--- config.mk ---
export PLATFORM = sky130hd
export DESIGN_NAME = supv_top
export DESIGN_NICKNAME = d
export VERILOG_FILES = /design/src/rtl/supv_pkg.sv /design/src/rtl/supv_dp.sv /design/src/rtl/supv_ctrl.sv /design/src/rtl/supv_top.sv
export SDC_FILE = /design/constraint.sdc
export NUM_CORES = 1
export LEC_CHECK = 0
export BUFFER_PORTS_ARGS = -buffer_cell sky130_fd_sc_hd__buf_2
export CAP_MARGIN = 20
export CORE_ASPECT_RATIO = 0.9
export CORE_UTILIZATION = 58
export DETAILED_ROUTE_END_ITERATION = 10
export PLACE_DENSITY = 0.79
export SKIP_LAST_GASP = 1
export SLEW_MARGIN = 20
export SYNTH_ARGS = -nofsm -noshare
export SYNTH_HDL_FRONTEND = slang
export SYNTH_HIERARCHICAL = 1
export SYNTH_SLANG_ARGS = --single-unit
--- constraint.sdc ---
create_clock -name clk -period 2.45 [get_ports clk]
set_input_delay 0.245 -clock clk [delete_from_list [all_inputs] [get_ports clk]]
set_output_delay 0.245 -clock clk [all_outputs]
set_load 0.01 [all_outputs]
--- src/rtl/supv_pkg.sv ---
package supv_pkg;
  typedef enum logic [1:0] {
    CAUSE_PWR   = 2'b00,
    CAUSE_BROWN = 2'b01,
    CAUSE_WDOG  = 2'b10
  } causeT;

  // Strobes from control to datapath: hold each counter cleared.
  typedef struct packed {
    logic pulseClr;
    logic wdClr;
  } strobeT;
endpackage

--- src/rtl/supv_dp.sv ---
module supv_dp
  import supv_pkg::*;
#(
  parameter int PULSE_TICKS = 200,
  parameter int WD_TICKS    = 1600,
  parameter int SYNC_STAGES = 2
) (
  input  logic   clk,
  input  logic   porN,
  input  logic   tickEn,
  input  logic   wdKick,
  input  logic   wdFloat,
  input  strobeT strb,
  output logic   pulseDone,
  output logic   wdExpire
);
  localparam int PW = $clog2(PULSE_TICKS + 1);
  localparam int WW = $clog2(WD_TICKS + 1);
  localparam logic [PW-1:0] PULSE_LAST = PW'(PULSE_TICKS - 1);
  localparam logic [WW-1:0] WD_LAST    = WW'(WD_TICKS - 1);
  localparam int SH = SYNC_STAGES + 1;

  logic [SH-1:0] kickSh;
  logic [PW-1:0] pulseCnt;
  logic [WW-1:0] wdCnt;
  logic kickEdge, kick;

  // Synchronizer stages followed by one flop for edge detection.
  always_ff @(posedge clk or negedge porN) begin
    if (!porN) kickSh <= '0;
    else       kickSh <= {kickSh[SH-2:0], wdKick};
  end

  assign kickEdge  = kickSh[SH-1] ^ kickSh[SH-2];
  assign kick      = kickEdge | wdFloat;
  assign pulseDone = !strb.pulseClr && tickEn && (pulseCnt == PULSE_LAST);
  assign wdExpire  = !strb.wdClr && !kick && tickEn && (wdCnt == WD_LAST);

  always_ff @(posedge clk or negedge porN) begin
    if (!porN)              pulseCnt <= '0;
    else if (strb.pulseClr) pulseCnt <= '0;
    else if (tickEn)        pulseCnt <= pulseDone ? '0 : pulseCnt + 1'b1;
  end

  always_ff @(posedge clk or negedge porN) begin
    if (!porN)                   wdCnt <= '0;
    else if (strb.wdClr || kick) wdCnt <= '0;
    else if (tickEn)             wdCnt <= wdExpire ? '0 : wdCnt + 1'b1;
  end

  assert_pulse_range_R3: assert property (@(posedge clk) disable iff (!porN)
    pulseCnt <= PULSE_LAST);
  assert_wd_range_R4: assert property (@(posedge clk) disable iff (!porN)
    wdCnt <= WD_LAST);
  // no count is carried across a reset pulse
  assert_wd_held_R8: assert property (@(posedge clk) disable iff (!porN)
    strb.wdClr |=> (wdCnt == '0));
endmodule

--- src/rtl/supv_ctrl.sv ---
module supv_ctrl
  import supv_pkg::*;
(
  input  logic   clk,
  input  logic   porN,
  input  logic   supplyOk,
  input  logic   pulseDone,
  input  logic   wdExpire,
  output strobeT strb,
  output logic   inReset,
  output causeT  cause
);
  logic supplyPrev;

  always_ff @(posedge clk or negedge porN) begin
    if (!porN) begin
      inReset    <= 1'b1;
      cause      <= CAUSE_PWR;
      supplyPrev <= 1'b0;
    end else begin
      supplyPrev <= supplyOk;
      if (!supplyOk) begin
        inReset <= 1'b1;
        if (supplyPrev) cause <= CAUSE_BROWN;
      end else if (inReset) begin
        if (pulseDone) inReset <= 1'b0;
      end else if (wdExpire) begin
        inReset <= 1'b1;
        cause   <= CAUSE_WDOG;
      end
    end
  end

  always_comb begin
    strb.pulseClr = !supplyOk || !inReset;
    strb.wdClr    = !supplyOk || inReset;
  end

  assert_brownout_R2: assert property (@(posedge clk) disable iff (!porN)
    !supplyOk |=> inReset);
  assert_release_supply_R3: assert property (@(posedge clk) disable iff (!porN)
    $fell(inReset) |-> $past(supplyOk));
  assert_rise_cause_R4: assert property (@(posedge clk) disable iff (!porN)
    $rose(inReset) |-> (cause != CAUSE_PWR));
  assert_cause_legal_R11: assert property (@(posedge clk) disable iff (!porN)
    cause != 2'b11);
endmodule

--- src/rtl/supv_top.sv ---
module supv_top
  import supv_pkg::*;
#(
  parameter int PULSE_TICKS = 200,
  parameter int WD_TICKS    = 1600,
  parameter bit ACTIVE_LOW  = 1'b1
) (
  input  logic       clk,
  input  logic       porN,
  input  logic       tickEn,
  input  logic       supplyOk,
  input  logic       wdKick,
  input  logic       wdFloat,
  output logic       rstOut,
  output logic [1:0] rstCause
);
  strobeT strb;
  logic pulseDone, wdExpire, inReset;
  causeT cause;

  supv_dp #(.PULSE_TICKS(PULSE_TICKS), .WD_TICKS(WD_TICKS), .SYNC_STAGES(2)) dp_i (
    .clk(clk), .porN(porN), .tickEn(tickEn), .wdKick(wdKick), .wdFloat(wdFloat),
    .strb(strb), .pulseDone(pulseDone), .wdExpire(wdExpire)
  );

  supv_ctrl ctrl_i (
    .clk(clk), .porN(porN), .supplyOk(supplyOk), .pulseDone(pulseDone),
    .wdExpire(wdExpire), .strb(strb), .inReset(inReset), .cause(cause)
  );

  generate
    if (ACTIVE_LOW) begin : g_low
      assign rstOut = ~inReset;
    end else begin : g_high
      assign rstOut = inReset;
    end
  endgenerate

  assign rstCause = cause;
endmodule

==> results_tabular.tex, run 1 <==
\begin{tabular}{lr}
\hline
Metric & Value \\
\hline
\multicolumn{2}{l}{\textbf{Status}} \\
Outcome & finished clean \\
\multicolumn{2}{l}{\textbf{Route}} \\
Via count & between 1k and 1.5k \\
Drt drc & 0 \\
Count of antenna-violating nets left after detailed routing & 0 \\
Iter 0 DRT Violations & 36 \\
Iteration count of the initial detailed-routing pass & 4 \\
Routed length per placed instance & about 15 um \\
Aggregate routed wire length & approximately 2600 um \\
Via density per instance & 6.19 \\
\multicolumn{2}{l}{\textbf{Power and ir drop}} \\
Clock power frac & between 30 and 40\% \\
Static leakage & between 0.6 and 0.7 nW \\
Sw Ratio & between 20\% and 30\% \\
Maximum vdd ir drop & between 500 and 600 uV \\
Total power per unit cell area & 514 nW/um\^{}2 \\
Portion of total power attributed to sequential cells & between 50\% and 60\% \\
Cell-internal power & 0.000620 W \\
Logic pwr share & about 5.8\% \\
Reported net switching power & between 0.00015 and 0.0002 W \\
\multicolumn{2}{l}{\textbf{Placement}} \\
Placer Congestion & 0.836 \\
\# port buffers & 8 \\
Half-perimeter wire length of the detailed placement result & between 1500 and 2000 um \\
\multicolumn{2}{l}{\textbf{Global routing}} \\
Remaining global-route overflow & 0 \\
Pin count of the biggest net entering global routing & 27 \\
GR Util All Layers & 24.2\% \\
Wire length of the first global-routing pass & between 4000 and 5000 um \\
Via count of the first global-routing pass & roughly 960 \\
Antenna violations before repair & 0 \\
\multicolumn{2}{l}{\textbf{STA}} \\
Achievable clock frequency & between 0.5 and 0.6 GHz \\
Max-slew headroom & around 62\% \\
Final Setup Violations & 0 \\
Sum of negative setup slack & 0 ps \\
Endpoints failing hold & 0 \\
Worst Tran Pin Value & approximately 570 ps \\
Smallest hold slack & between 100 and 150 ps \\
Fin crit period & 1840 ps \\
Final Cycle Share & about three quarters \\
Setup repair after global routing missed its margin & false \\
Largest clock skew in the final design & between 10 and 15 ps \\
Number of pins with negative max-slew slack in the final report & 0 \\
\multicolumn{2}{l}{\textbf{Logic synthesis}} \\
Most frequent cell after synthesis & sky130\_fd\_sc\_hd\_\_dfrtp\_1 \\
Mean instance size in the synthesized netlist & between 9 and 10 sq um \\
Post-synth ARST share & 100\% \\
Number of nets produced by synthesis & between 100 and 150 \\
FF+latch count, synth & 26 \\
Register area share after synthesis & $\sim$47\% \\
Post-synth top cells & 25 x sky130\_fd\_sc\_hd\_\_dfrtp\_1, 12 x sky130\_fd\_sc\_hd\_\_nand2\_1, 11 x sky130\_fd\_sc\_hd\_\_nor2\_1, 9 x sky130\_fd\_sc\_hd\_\_nand3\_1, 8 x sky130\_fd\_sc\_hd\_\_a31oi\_1 \\
Synth Cell Area & roughly 1400 sq um \\
Number of distinct standard cells referenced by the synthesized netlist & 50 \\
Gate count after technology mapping & between 100 and 150 \\
Commonest register cell after synthesis & sky130\_fd\_sc\_hd\_\_dfrtp\_1 \\
Number of enable-type register cells in the synthesized netlist & 0 \\
Ranking of synthesized cells by area & sky130\_fd\_sc\_hd\_\_dfrtp\_1 46\%, sky130\_fd\_sc\_hd\_\_a31oi\_1 3.6\%, sky130\_fd\_sc\_hd\_\_nand3\_1 3.3\% \\
YS warnings & 6 \\
Dominant cell type by area after synthesis & sky130\_fd\_sc\_hd\_\_dfrtp\_1 \\
Area fraction of the dominant cell type after synthesis & 45.5\% \\
\multicolumn{2}{l}{\textbf{Setup path}} \\
Sum of buffers and inverters on the critical path & 0 \\
Cell type of the slowest stage on the worst timing path & sky130\_fd\_sc\_hd\_\_dfstp\_2 \\
Slowest stage delay, CP & about 420 ps \\
Worst EP required & between 2000 and 3000 ps \\
Logic depth of the worst setup path including buffers & 6 \\
Cells on worst reg2reg path & 6 \\
End of the worst register-to-register path & ctrl\_i/cause[0]\$\_DFFE\_PN0P\_ \\
Crit Path Class & register to register \\
CP top delay family & simple AND/OR/NAND/NOR gates \\
Max FO, Critical Path & 6 \\
Last element of the critical path & ctrl\_i/cause[0]\$\_DFFE\_PN0P\_ \\
Startpoint of the most critical setup path & ctrl\_i/inReset\$\_DFF\_PN1\_ \\
Arrival time at the worst endpoint & between 2000 and 2500 ps \\
R2R setup slack & 610 ps \\
Type of origin of the critical path & register \\
Cell-by-cell listing of the critical path & nand2b\_1, or2\_4, or2\_0, nor3\_1, nand2b\_4, o2bb2ai\_1 \\
Element type at the critical path end & register \\
Origin of the critical flop-to-flop path & ctrl\_i/inReset\$\_DFF\_PN1\_ \\
\multicolumn{2}{l}{\textbf{Clocking}} \\
Post-CTS resize count & 0 \\
Buffer count from post-CTS setup fixing & 0 \\
Clock slew at reported path FFs & roughly 140 ps \\
Clock latency of the later-clocked register in the worst-skew pair & about 320 ps \\
CTS Sinks & 26 \\
CTS HTree Levels & 1 \\
CTS tree & done \\
Maximum count of clock buffers along a single path & 2 \\
Num CTS Buffers & 3 \\
Master cell of the clock root buffer & sky130\_fd\_sc\_hd\_\_clkbuf\_4 \\
\multicolumn{2}{l}{\textbf{Job}} \\
Max Cap Viol & 0 \\
\multicolumn{2}{l}{\textbf{Die}} \\
Initial core utilization & $\sim$62\% \\
Die area & 2570 sq um \\
Die Span X & 53.3 um \\
Floorplan die height & 48.2 um \\
Row count & 16 \\
Standard cell core area & 2200 sq um \\
Top-level I/O count & 9 \\
\multicolumn{2}{l}{\textbf{Cells and area}} \\
Number of inserted filler cells in the final layout & approximately 180 \\
Ant diodes & 0 \\
Proportion of layout cells with a drive suffix above 1 & 16.6\% \\
Reg area & $\sim$650 sq um \\
Syn-to-layout area delta & 9.84\% \\
NumNets Final & 160 \\
Area of the multi-input gates & a little under 700 sq um \\
\multicolumn{2}{l}{\textbf{Hold path}} \\
Class of the tightest hold or removal check & primary input to register \\
\hline
\end{tabular}
==> cell usage in the layout (no fill, tap or decap), drive strengths merged, types with 2 or more instances in the layout <==
cell          n
a211o         2
a31oi         8
a41oi         2
and2          3
and3          2
and4          3
buf           9
clkbuf        3
dfrtp        25
dlygate4sd3   2
ha            2
inv           8
mux2i         2
nand2        12
nand2b        5
nand3         9
nand4         4
nor2         11
nor3          5
o21ai         5
o22ai         3
or2           2
or3           2
or4b          2
xor2          3
==> final cells by class <==
class	count	area share, %
Tap cell	27	2.24
Inverter	8	1.99
Sequential cell	26	43.2
Clock inverter	1	1.99
Timing Repair Buffer	11	4.48
Multi-Input combinational cell	102	44.6
Clock buffer	3	1.49
==> per-layer routing <==
metal  global-route usage, %  vias to the layer above  part of all wire, %
met5                       0                        -                    0
met4                    5.79                        0                  1.4
met3                    7.48                        6                  4.7
met2                    38.8                       37                   48
met1                    32.9                      512                   46
li1                        -                      547                    -
==> cell families after synthesis <==
kind of cell | after synthesis | share of synthesized area (%)
xor+xnor | 4 | 2.55
compound gates | 28 | 14.5
fa+ha+maj | 2 | 1.82
simple gates | 66 | 28.7
flops | 26 | 47.5
mux | 2 | 1.46
buf+inv | 12 | 3.55
==> sequential cells by signal, summed over array words and instances, names as in the netlist <==
| signal | flops |
|---|---|
| ctrl_i/inReset | 1 |
| dp_i/wdCnt | 11 |
| ctrl_i/cause | 2 |
| ctrl_i/supplyPrev | 1 |
| dp_i/pulseCnt | 8 |
| dp_i/kickSh | 3 |
==> worst min path at each step <==
stage	to	from	depth (start not counted)	slack, ps
after floorplan	ctrl_i/cause[0]$_DFFE_PN0P_	porN	0	-50
after global placement	dp_i/pulseCnt[7]$_DFFE_PN0P_	porN	1	260
after detailed placement	dp_i/pulseCnt[4]$_DFFE_PN0P_	porN	1	270
after CTS	dp_i/kickSh[0]$_DFF_PN0_	wdKick	1	9
after global routing	ctrl_i/supplyPrev$_DFF_PN0_	supplyOk	1	80
final	ctrl_i/supplyPrev$_DFF_PN0_	supplyOk	1	110
==> what timing repair did <==
action	CTS	global route
hold endpoints to repair	25	1
hold buffers	1	1
endpoints found under the setup margin	0	0
==> power by group through the flow <==
stage                     Clock [W]  Combinational [W]  Sequential (W)
after floorplan                   0          0.0000211        0.000453
after CTS                  0.000296          0.0000445        0.000445
final                      0.000286          0.0000447        0.000445
after detailed placement          0          0.0000431        0.000453
after global routing       0.000316          0.0000509        0.000446
after global placement            0          0.0000414        0.000452
==> worst reg2reg max path, cell delays in order (launching register included) <==
cell	delay [ps]
sky130_fd_sc_hd__dfstp_2	420
sky130_fd_sc_hd__nand2b_1	140
sky130_fd_sc_hd__or2_4	240
sky130_fd_sc_hd__or2_0	300
sky130_fd_sc_hd__nor3_1	370
sky130_fd_sc_hd__nand2b_4	110
sky130_fd_sc_hd__o2bb2ai_1	160
==> through the flow <==
step	std cells	total power (W)	worst slack (ps)	area (sq um)	utilization (%)
after CTS	177	0.000785	598	1500	68.1
final	178	0.000776	610	1510	68.5
after global placement	172	0.000494	682	1440	65.2
after floorplan	140	0.000474	703	1370	-
after global routing	178	0.000813	492	1510	68.5
after detailed placement	172	0.000496	630	1440	65.2
Power figures use the tool's default switching activity.
==> run 2: changes to the inputs <==
clock period = 1.7 ns   (was 2.45 ns; I/O delays follow)
==> run 2 against run 1 <==
The run now ends with negative setup slack left. Cell count grew 6.2%. Final area grew 8.5%. Count of clock-buffer cells in the layout is the same. Non-clock buffer count grew 11. Clock power grew 45%. First-iteration DRC count grew 11%. Die area is the same. Via count grew 4.1%. Register-to-register slack lost 630 ps. Setup slack lost 630 ps. Flip-flop and latch count is the same.
==> results_tabular.tex, run 2 (synthesis results as in run 1) <==
\begin{tabular}{lr}
\hline
Metric & Value \\
\hline
\multicolumn{2}{l}{\textbf{Status}} \\
Outcome & finished with violations \\
Failing checks & negative setup slack \\
\multicolumn{2}{l}{\textbf{Die}} \\
Die area & 2570 sq um (unchanged) \\
Standard cell core area & 2200 sq um (unchanged) \\
Row count & 16 (unchanged) \\
Floorplan die height & 48.2 um (unchanged) \\
Die Span X & 53.3 um (unchanged) \\
Top-level I/O count & 9 (unchanged) \\
Initial core utilization & 62.4\% (unchanged) \\
\multicolumn{2}{l}{\textbf{Clocking}} \\
CTS HTree Levels & 1 (unchanged) \\
Master cell of the clock root buffer & sky130\_fd\_sc\_hd\_\_clkbuf\_4 \\
Num CTS Buffers & 3 (unchanged) \\
CTS Sinks & 26 (unchanged) \\
CTS tree & done \\
Maximum count of clock buffers along a single path & 2 (unchanged) \\
Clock slew at reported path FFs & 140 ps (about the same) \\
Clock latency of the later-clocked register in the worst-skew pair & 320 ps (about the same) \\
\multicolumn{2}{l}{\textbf{Job}} \\
Max Cap Viol & 0 (unchanged) \\
\multicolumn{2}{l}{\textbf{Setup path}} \\
Crit Path Class & register to register \\
Origin of the critical flop-to-flop path & dp\_i/wdCnt[6]\$\_DFFE\_PN0P\_ \\
Element type at the critical path end & register \\
Arrival time at the worst endpoint & 1930 ps (-120 ps) \\
Startpoint of the most critical setup path & dp\_i/wdCnt[6]\$\_DFFE\_PN0P\_ \\
Type of origin of the critical path & register \\
Max FO, Critical Path & 10 (+4) \\
Worst EP required & 1910 ps (-750 ps) \\
\multicolumn{2}{l}{\textbf{Route}} \\
Iteration count of the initial detailed-routing pass & 4 (unchanged) \\
Aggregate routed wire length & 2910 um (+11\%) \\
Iter 0 DRT Violations & 40 (+11\%) \\
Drt drc & 0 (unchanged) \\
Count of antenna-violating nets left after detailed routing & 0 (unchanged) \\
Via count & 1147 (+4.1\%) \\
Routed length per placed instance & 15.4 um (+5.0\%) \\
Via density per instance & 6.07 (-2.0\%) \\
\multicolumn{2}{l}{\textbf{STA}} \\
Smallest hold slack & 50.7 ps (-56.5 ps) \\
Worst Tran Pin Value & 561 ps (-7.69 ps) \\
Final Cycle Share & 101\% (+26 points) \\
Max-slew headroom & 62.6\% (+0.51 points) \\
Achievable clock frequency & 0.581 GHz (+6.9\%) \\
Number of pins with negative max-slew slack in the final report & 0 (unchanged) \\
Fin crit period & 1720 ps (-118 ps) \\
Sum of negative setup slack & -22.0 ps (-22.0 ps) \\
Largest clock skew in the final design & 2.65 ps (-8.94 ps) \\
Endpoints failing hold & 0 (unchanged) \\
Final Setup Violations & 1 (+1) \\
Setup repair after global routing missed its margin & true \\
Setup ws final & -22.0 ps (-632 ps) \\
\multicolumn{2}{l}{\textbf{Cells and area}} \\
Commonest cells after routing, fill and taps aside & 25 x sky130\_fd\_sc\_hd\_\_dfrtp\_1, 12 x sky130\_fd\_sc\_hd\_\_nand2\_1, 12 x sky130\_fd\_sc\_hd\_\_buf\_4 \\
Syn-to-layout area delta & 19.1\% \\
Registers with the most flip-flops & dp\_i/wdCnt: 11 flops, dp\_i/pulseCnt: 8 flops, dp\_i/kickSh: 3 flops \\
Share of the core filled with cells & 74.3\% (+5.8 points) \\
Number of inserted filler cells in the final layout & 152 (-16\%) \\
Proportion of layout cells with a drive suffix above 1 & 25.9\% (+9.4 points) \\
Max FFs per register & 11 (unchanged) \\
Ant diodes & 0 (unchanged) \\
NumNets Final & 171 (+6.9\%) \\
Final instance area & 1640 sq um (+8.5\%) \\
Most frequent standard cell in the layout excluding fill and tap cells & sky130\_fd\_sc\_hd\_\_dfrtp\_1 \\
Most flops, register & dp\_i/wdCnt \\
\multicolumn{2}{l}{\textbf{Global routing}} \\
Pin count of the biggest net entering global routing & 27 (unchanged) \\
Antenna violations before repair & 0 (unchanged) \\
Via count of the first global-routing pass & 959 (-0.52\%) \\
Remaining global-route overflow & 0 (unchanged) \\
Wire length of the first global-routing pass & 4400 um (+1.6\%) \\
GR Util All Layers & 25.0\% (+0.77 points) \\
\multicolumn{2}{l}{\textbf{Hold path}} \\
Startpoint of the most critical hold path & supplyOk \\
Class of the tightest hold or removal check & primary input to register \\
\multicolumn{2}{l}{\textbf{Placement}} \\
Half-perimeter wire length of the detailed placement result & 2120 um (+14\%) \\
\# port buffers & 8 (unchanged) \\
Placer Congestion & 0.860 (+2.9\%) \\
Worst setup timing slack at the placement stage & -37.5 ps (-668 ps) \\
Placed Instance Area & 1510 sq um (+5.2\%) \\
\multicolumn{2}{l}{\textbf{Power and ir drop}} \\
Static leakage & 0.740 nW (+10\%) \\
Total power per unit cell area & 688 nW/um\^{}2 (+34\%) \\
Maximum vdd ir drop & 674 uV (+28\%) \\
\hline
\end{tabular}
==> run 2: routing by layer <==
metal  share of wire (%)  track usage (%)  vias to the layer above  wire length (um)
met1                  47             34.1                      541              1360
li1                    -                -                      557                 -
met5                   0                0                        -                 0
met4                 1.0             5.79                        0                29
met2                  47             40.8                       43              1360
met3                 5.4             6.54                        6               157
==> run 2: worst max-delay path, cell delays in order, from the launching register on <==
cell and delay, ps:
sky130_fd_sc_hd__dfrtp_1 520, sky130_fd_sc_hd__nor4b_4 400, sky130_fd_sc_hd__nand4_2 300, sky130_fd_sc_hd__a31oi_1 360
sky130_fd_sc_hd__a31oi_4 40
==> run 2: through the flow <==
| step | power [W] | cells |
|---|---|---|
| 2_1_floorplan | 0.000683 | 140 |
| 4_1_cts | 0.00114 | 188 |
| 6_report | 0.00113 | 189 |
| 5_1_grt | 0.00117 | 189 |
| 3_5_place_dp | 0.000719 | 182 |
| 3_3_place_gp | 0.000714 | 182 |
==> run 2: layout make-up <==
cell class,count,area (sq um),area share (%)
Clock buffer,3,22.5,1.38
Inverter,8,30.0,1.83
Multi-Input combinational cell,102,718,43.9
Tap cell,27,33.8,2.06
Sequential cell,26,652,39.8
Timing Repair Buffer,22,150,9.17
Clock inverter,1,30.0,1.83
==> run 2: final timing paths <==
| path | to | slack (ps) | cells past startpoint |
|---|---|---|---|
| setup / recovery | dp_i/wdCnt[10]$_DFFE_PN0P_ | -20 | 4 |
| hold / removal | ctrl_i/supplyPrev$_DFF_PN0_ | 50 | 1 |
| setup reg to reg | dp_i/wdCnt[10]$_DFFE_PN0P_ | -20 | 4 |
| hold reg to reg | dp_i/kickSh[1]$_DFF_PN0_ | 380 | 0 |
| max in group asynchronous | ctrl_i/inReset$_DFF_PN1_ | 970 | 2 |
| min in group asynchronous | dp_i/pulseCnt[7]$_DFFE_PN0P_ | 360 | 2 |
==> run 2: what timing repair did <==
action	CTS	global route
setup endpoints to repair	2	12
pin swaps	0	2
hold buffers	2	0
hold endpoints to repair	26	0
resized for setup	2	7
setup buffers	0	1
==> run 2: power breakdown <==
group,total (W),internal [W],switching (W)
Clock,0.000416,0.000238,0.000178
Sequential,0.000641,0.000631,0.00000953
Combinational,0.0000698,0.0000253,0.0000445
==> run 3: changes to the inputs <==
BUFFER_PORTS_ARGS = -buffer_cell sky130_fd_sc_hd__buf_4   (was -buffer_cell sky130_fd_sc_hd__buf_2)
==> run 3 against run 2 <==
The flow now finishes without violations. Via count grew 3.1%. Flip-flop and latch count did not move. Fmax rose by 1.6%. Critical path depth grew 1. Largest cell class unchanged. Highest routed layer unchanged.
==> results_tabular.tex, run 3 (synthesis results as in run 1) <==
\begin{tabular}{lr}
\hline
Metric & Value \\
\hline
\multicolumn{2}{l}{\textbf{Placement}} \\
Placed Instance Area & 1540 sq um (+1.8\%) \\
Half-perimeter wire length of the detailed placement result & 2110 um (-0.44\%) \\
Placer Congestion & 0.928 (+7.9\%) \\
Worst setup timing slack at the placement stage & -1.54 ps (+36.0 ps) \\
\# port buffers & 8 (unchanged) \\
\multicolumn{2}{l}{\textbf{Cells and area}} \\
Commonest cells after routing, fill and taps aside & 25 x sky130\_fd\_sc\_hd\_\_dfrtp\_1, 21 x sky130\_fd\_sc\_hd\_\_buf\_4, 12 x sky130\_fd\_sc\_hd\_\_nand2\_1 \\
Number of inserted filler cells in the final layout & 159 (+4.6\%) \\
Max FFs per register & 11 (unchanged) \\
NumNets Final & 173 (+1.2\%) \\
Most flops, register & dp\_i/wdCnt \\
Syn-to-layout area delta & 20.5\% \\
Ant diodes & 0 (unchanged) \\
Registers with the most flip-flops & dp\_i/wdCnt: 11 flops, dp\_i/pulseCnt: 8 flops, dp\_i/kickSh: 3 flops \\
Most frequent standard cell in the layout excluding fill and tap cells & sky130\_fd\_sc\_hd\_\_dfrtp\_1 \\
Final instance area & 1660 sq um (+1.1\%) \\
Proportion of layout cells with a drive suffix above 1 & 23.8\% (-2.1 points) \\
\multicolumn{2}{l}{\textbf{Hold path}} \\
Startpoint of the most critical hold path & supplyOk \\
Worst hold path stage count & 2 (+1) \\
Class of the tightest hold or removal check & primary input to register \\
\multicolumn{2}{l}{\textbf{STA}} \\
Final Cycle Share & 99.7\% (-1.6 points) \\
Endpoints failing hold & 0 (unchanged) \\
Worst Tran Pin Value & 465 ps (-95.8 ps) \\
Number of pins with negative max-slew slack in the final report & 0 (unchanged) \\
Sum of negative setup slack & 0 ps (+22.0 ps) \\
Achievable clock frequency & 0.590 GHz (+1.6\%) \\
Final Setup Violations & 0 (-1) \\
Max-slew headroom & 68.7\% (+6.2 points) \\
Setup repair after global routing missed its margin & true \\
Largest clock skew in the final design & 5.88 ps (+3.23 ps) \\
Fin crit period & 1700 ps (-26.7 ps) \\
Smallest hold slack & 27.0 ps (-23.7 ps) \\
Setup ws final & 4.63 ps (+26.7 ps) \\
\multicolumn{2}{l}{\textbf{Setup path}} \\
Element type at the critical path end & register \\
Origin of the critical flop-to-flop path & dp\_i/wdCnt[0]\$\_DFFE\_PN0P\_ \\
Crit Path Class & register to register \\
Sum of buffers and inverters on the critical path & 0 (unchanged) \\
Cell-by-cell listing of the critical path & ha\_1, and3\_1, and4\_4, or4b\_1, a31oi\_1 \\
Arrival time at the worst endpoint & 1950 ps (+20 ps) \\
Slowest stage delay, CP & 500 ps (-20 ps) \\
CP top delay family & simple AND/OR/NAND/NOR gates \\
Worst EP required & 1950 ps (+40 ps) \\
Type of origin of the critical path & register \\
Cell type of the slowest stage on the worst timing path & sky130\_fd\_sc\_hd\_\_or4b\_1 \\
Max FO, Critical Path & 3 (-7) \\
Cells on worst reg2reg path & 5 (+1) \\
Startpoint of the most critical setup path & dp\_i/wdCnt[0]\$\_DFFE\_PN0P\_ \\
Logic depth of the worst setup path including buffers & 5 (+1) \\
\multicolumn{2}{l}{\textbf{Power and ir drop}} \\
Maximum vdd ir drop & 760 uV (+13\%) \\
Total power per unit cell area & 688 nW/um\^{}2 (about the same) \\
Static leakage & 0.752 nW (+1.5\%) \\
\multicolumn{2}{l}{\textbf{Die}} \\
Floorplan die height & 48.2 um (unchanged) \\
Initial core utilization & 62.4\% (unchanged) \\
Top-level I/O count & 9 (unchanged) \\
Die area & 2570 sq um (unchanged) \\
Row count & 16 (unchanged) \\
Die Span X & 53.3 um (unchanged) \\
Standard cell core area & 2200 sq um (unchanged) \\
\multicolumn{2}{l}{\textbf{Status}} \\
Outcome & finished clean \\
\multicolumn{2}{l}{\textbf{Clocking}} \\
CTS tree & done \\
Num CTS Buffers & 3 (unchanged) \\
CTS HTree Levels & 1 (unchanged) \\
Clock latency of the later-clocked register in the worst-skew pair & 320 ps (about the same) \\
Clock slew at reported path FFs & 140 ps (about the same) \\
Maximum count of clock buffers along a single path & 2 (unchanged) \\
Master cell of the clock root buffer & sky130\_fd\_sc\_hd\_\_clkbuf\_4 \\
CTS Sinks & 26 (unchanged) \\
\multicolumn{2}{l}{\textbf{Route}} \\
Via count & 1182 (+3.1\%) \\
Routed length per placed instance & 15.2 um (-1.3\%) \\
Drt drc & 0 (unchanged) \\
Iteration count of the initial detailed-routing pass & 4 (unchanged) \\
Count of antenna-violating nets left after detailed routing & 0 (unchanged) \\
Iter 0 DRT Violations & 39 (-2.5\%) \\
Via density per instance & 6.19 (+2.0\%) \\
Aggregate routed wire length & 2900 um (-0.28\%) \\
\multicolumn{2}{l}{\textbf{Global routing}} \\
Wire length of the first global-routing pass & 4560 um (+3.6\%) \\
Antenna violations before repair & 0 (unchanged) \\
Pin count of the biggest net entering global routing & 27 (unchanged) \\
GR Util All Layers & 25.4\% (+0.34 points) \\
Via count of the first global-routing pass & 1064 (+11\%) \\
Remaining global-route overflow & 0 (unchanged) \\
\multicolumn{2}{l}{\textbf{Job}} \\
Max Cap Viol & 0 (unchanged) \\
\hline
\end{tabular}
==> run 3: cell types whose count changed in the layout (fill, tap and decap cells not counted), sizes merged <==
cell,before,now
buf,20,21
dlygate4sd3,2,3
==> run 3: through the flow <==
step / utilization [%] / power (W) / instances
2_1_floorplan: - / 0.000683 / 140
5_1_grt: 75.2 / 0.00119 / 191
4_1_cts: 74.1 / 0.00115 / 191
3_5_place_dp: 69.9 / 0.000723 / 183
3_3_place_gp: 69.9 / 0.000719 / 183
6_report: 75.2 / 0.00114 / 191
==> run 3: power breakdown <==
group	internal, W	switching [W]
clock	0.000239	0.000183
combinational	0.0000316	0.0000445
sequential	0.000631	0.0000102
==> run 3: worst register-to-register path: stages (launching register included) <==
cell and delay, ps:
sky130_fd_sc_hd__dfrtp_1 420, sky130_fd_sc_hd__ha_1 210, sky130_fd_sc_hd__and3_1 160, sky130_fd_sc_hd__and4_4 190, sky130_fd_sc_hd__or4b_1 500, sky130_fd_sc_hd__a31oi_1 140
==> run 3: final timing paths <==
kind                                                endpoint  slack [ps]
worst max-delay path              dp_i/wdCnt[10]$_DFFE_PN0P_           5
worst min-delay path                ctrl_i/inReset$_DFF_PN1_          30
worst max register to register    dp_i/wdCnt[10]$_DFFE_PN0P_           5
worst min register to register      dp_i/kickSh[1]$_DFF_PN0_         370
max in group asynchronous           ctrl_i/inReset$_DFF_PN1_        1150
min in group asynchronous       dp_i/pulseCnt[1]$_DFFE_PN0P_         260
==> run 3: what timing repair did <==
action,CTS,global route
gates resized for setup,2,4
pin swaps,0,1
setup endpoints to repair,2,10
setup buffers,1,0
hold buffers,3,0
endpoints found under the hold margin,28,0
==> run 3: layout make-up <==
| type | count | area, sq um | area share, % |
|---|---|---|---|
| inverters | 8 | 30.0 | 1.81 |
| multi-input cells | 102 | 699 | 42.3 |
| clock inverters | 1 | 30.0 | 1.81 |
| flip-flops and latches | 26 | 652 | 39.4 |
| repair buffers | 24 | 188 | 11.3 |
| well taps | 27 | 33.8 | 2.04 |
| clock buffers | 3 | 22.5 | 1.36 |
==> run 3: metal layers <==
layer,GRT usage (%),up-vias,part of all wire [%]
li1,-,569,-
met1,32.0,576,46
met2,43.8,33,49
met3,7.48,4,4.0
met4,5.79,0,0.52
met5,0,-,0
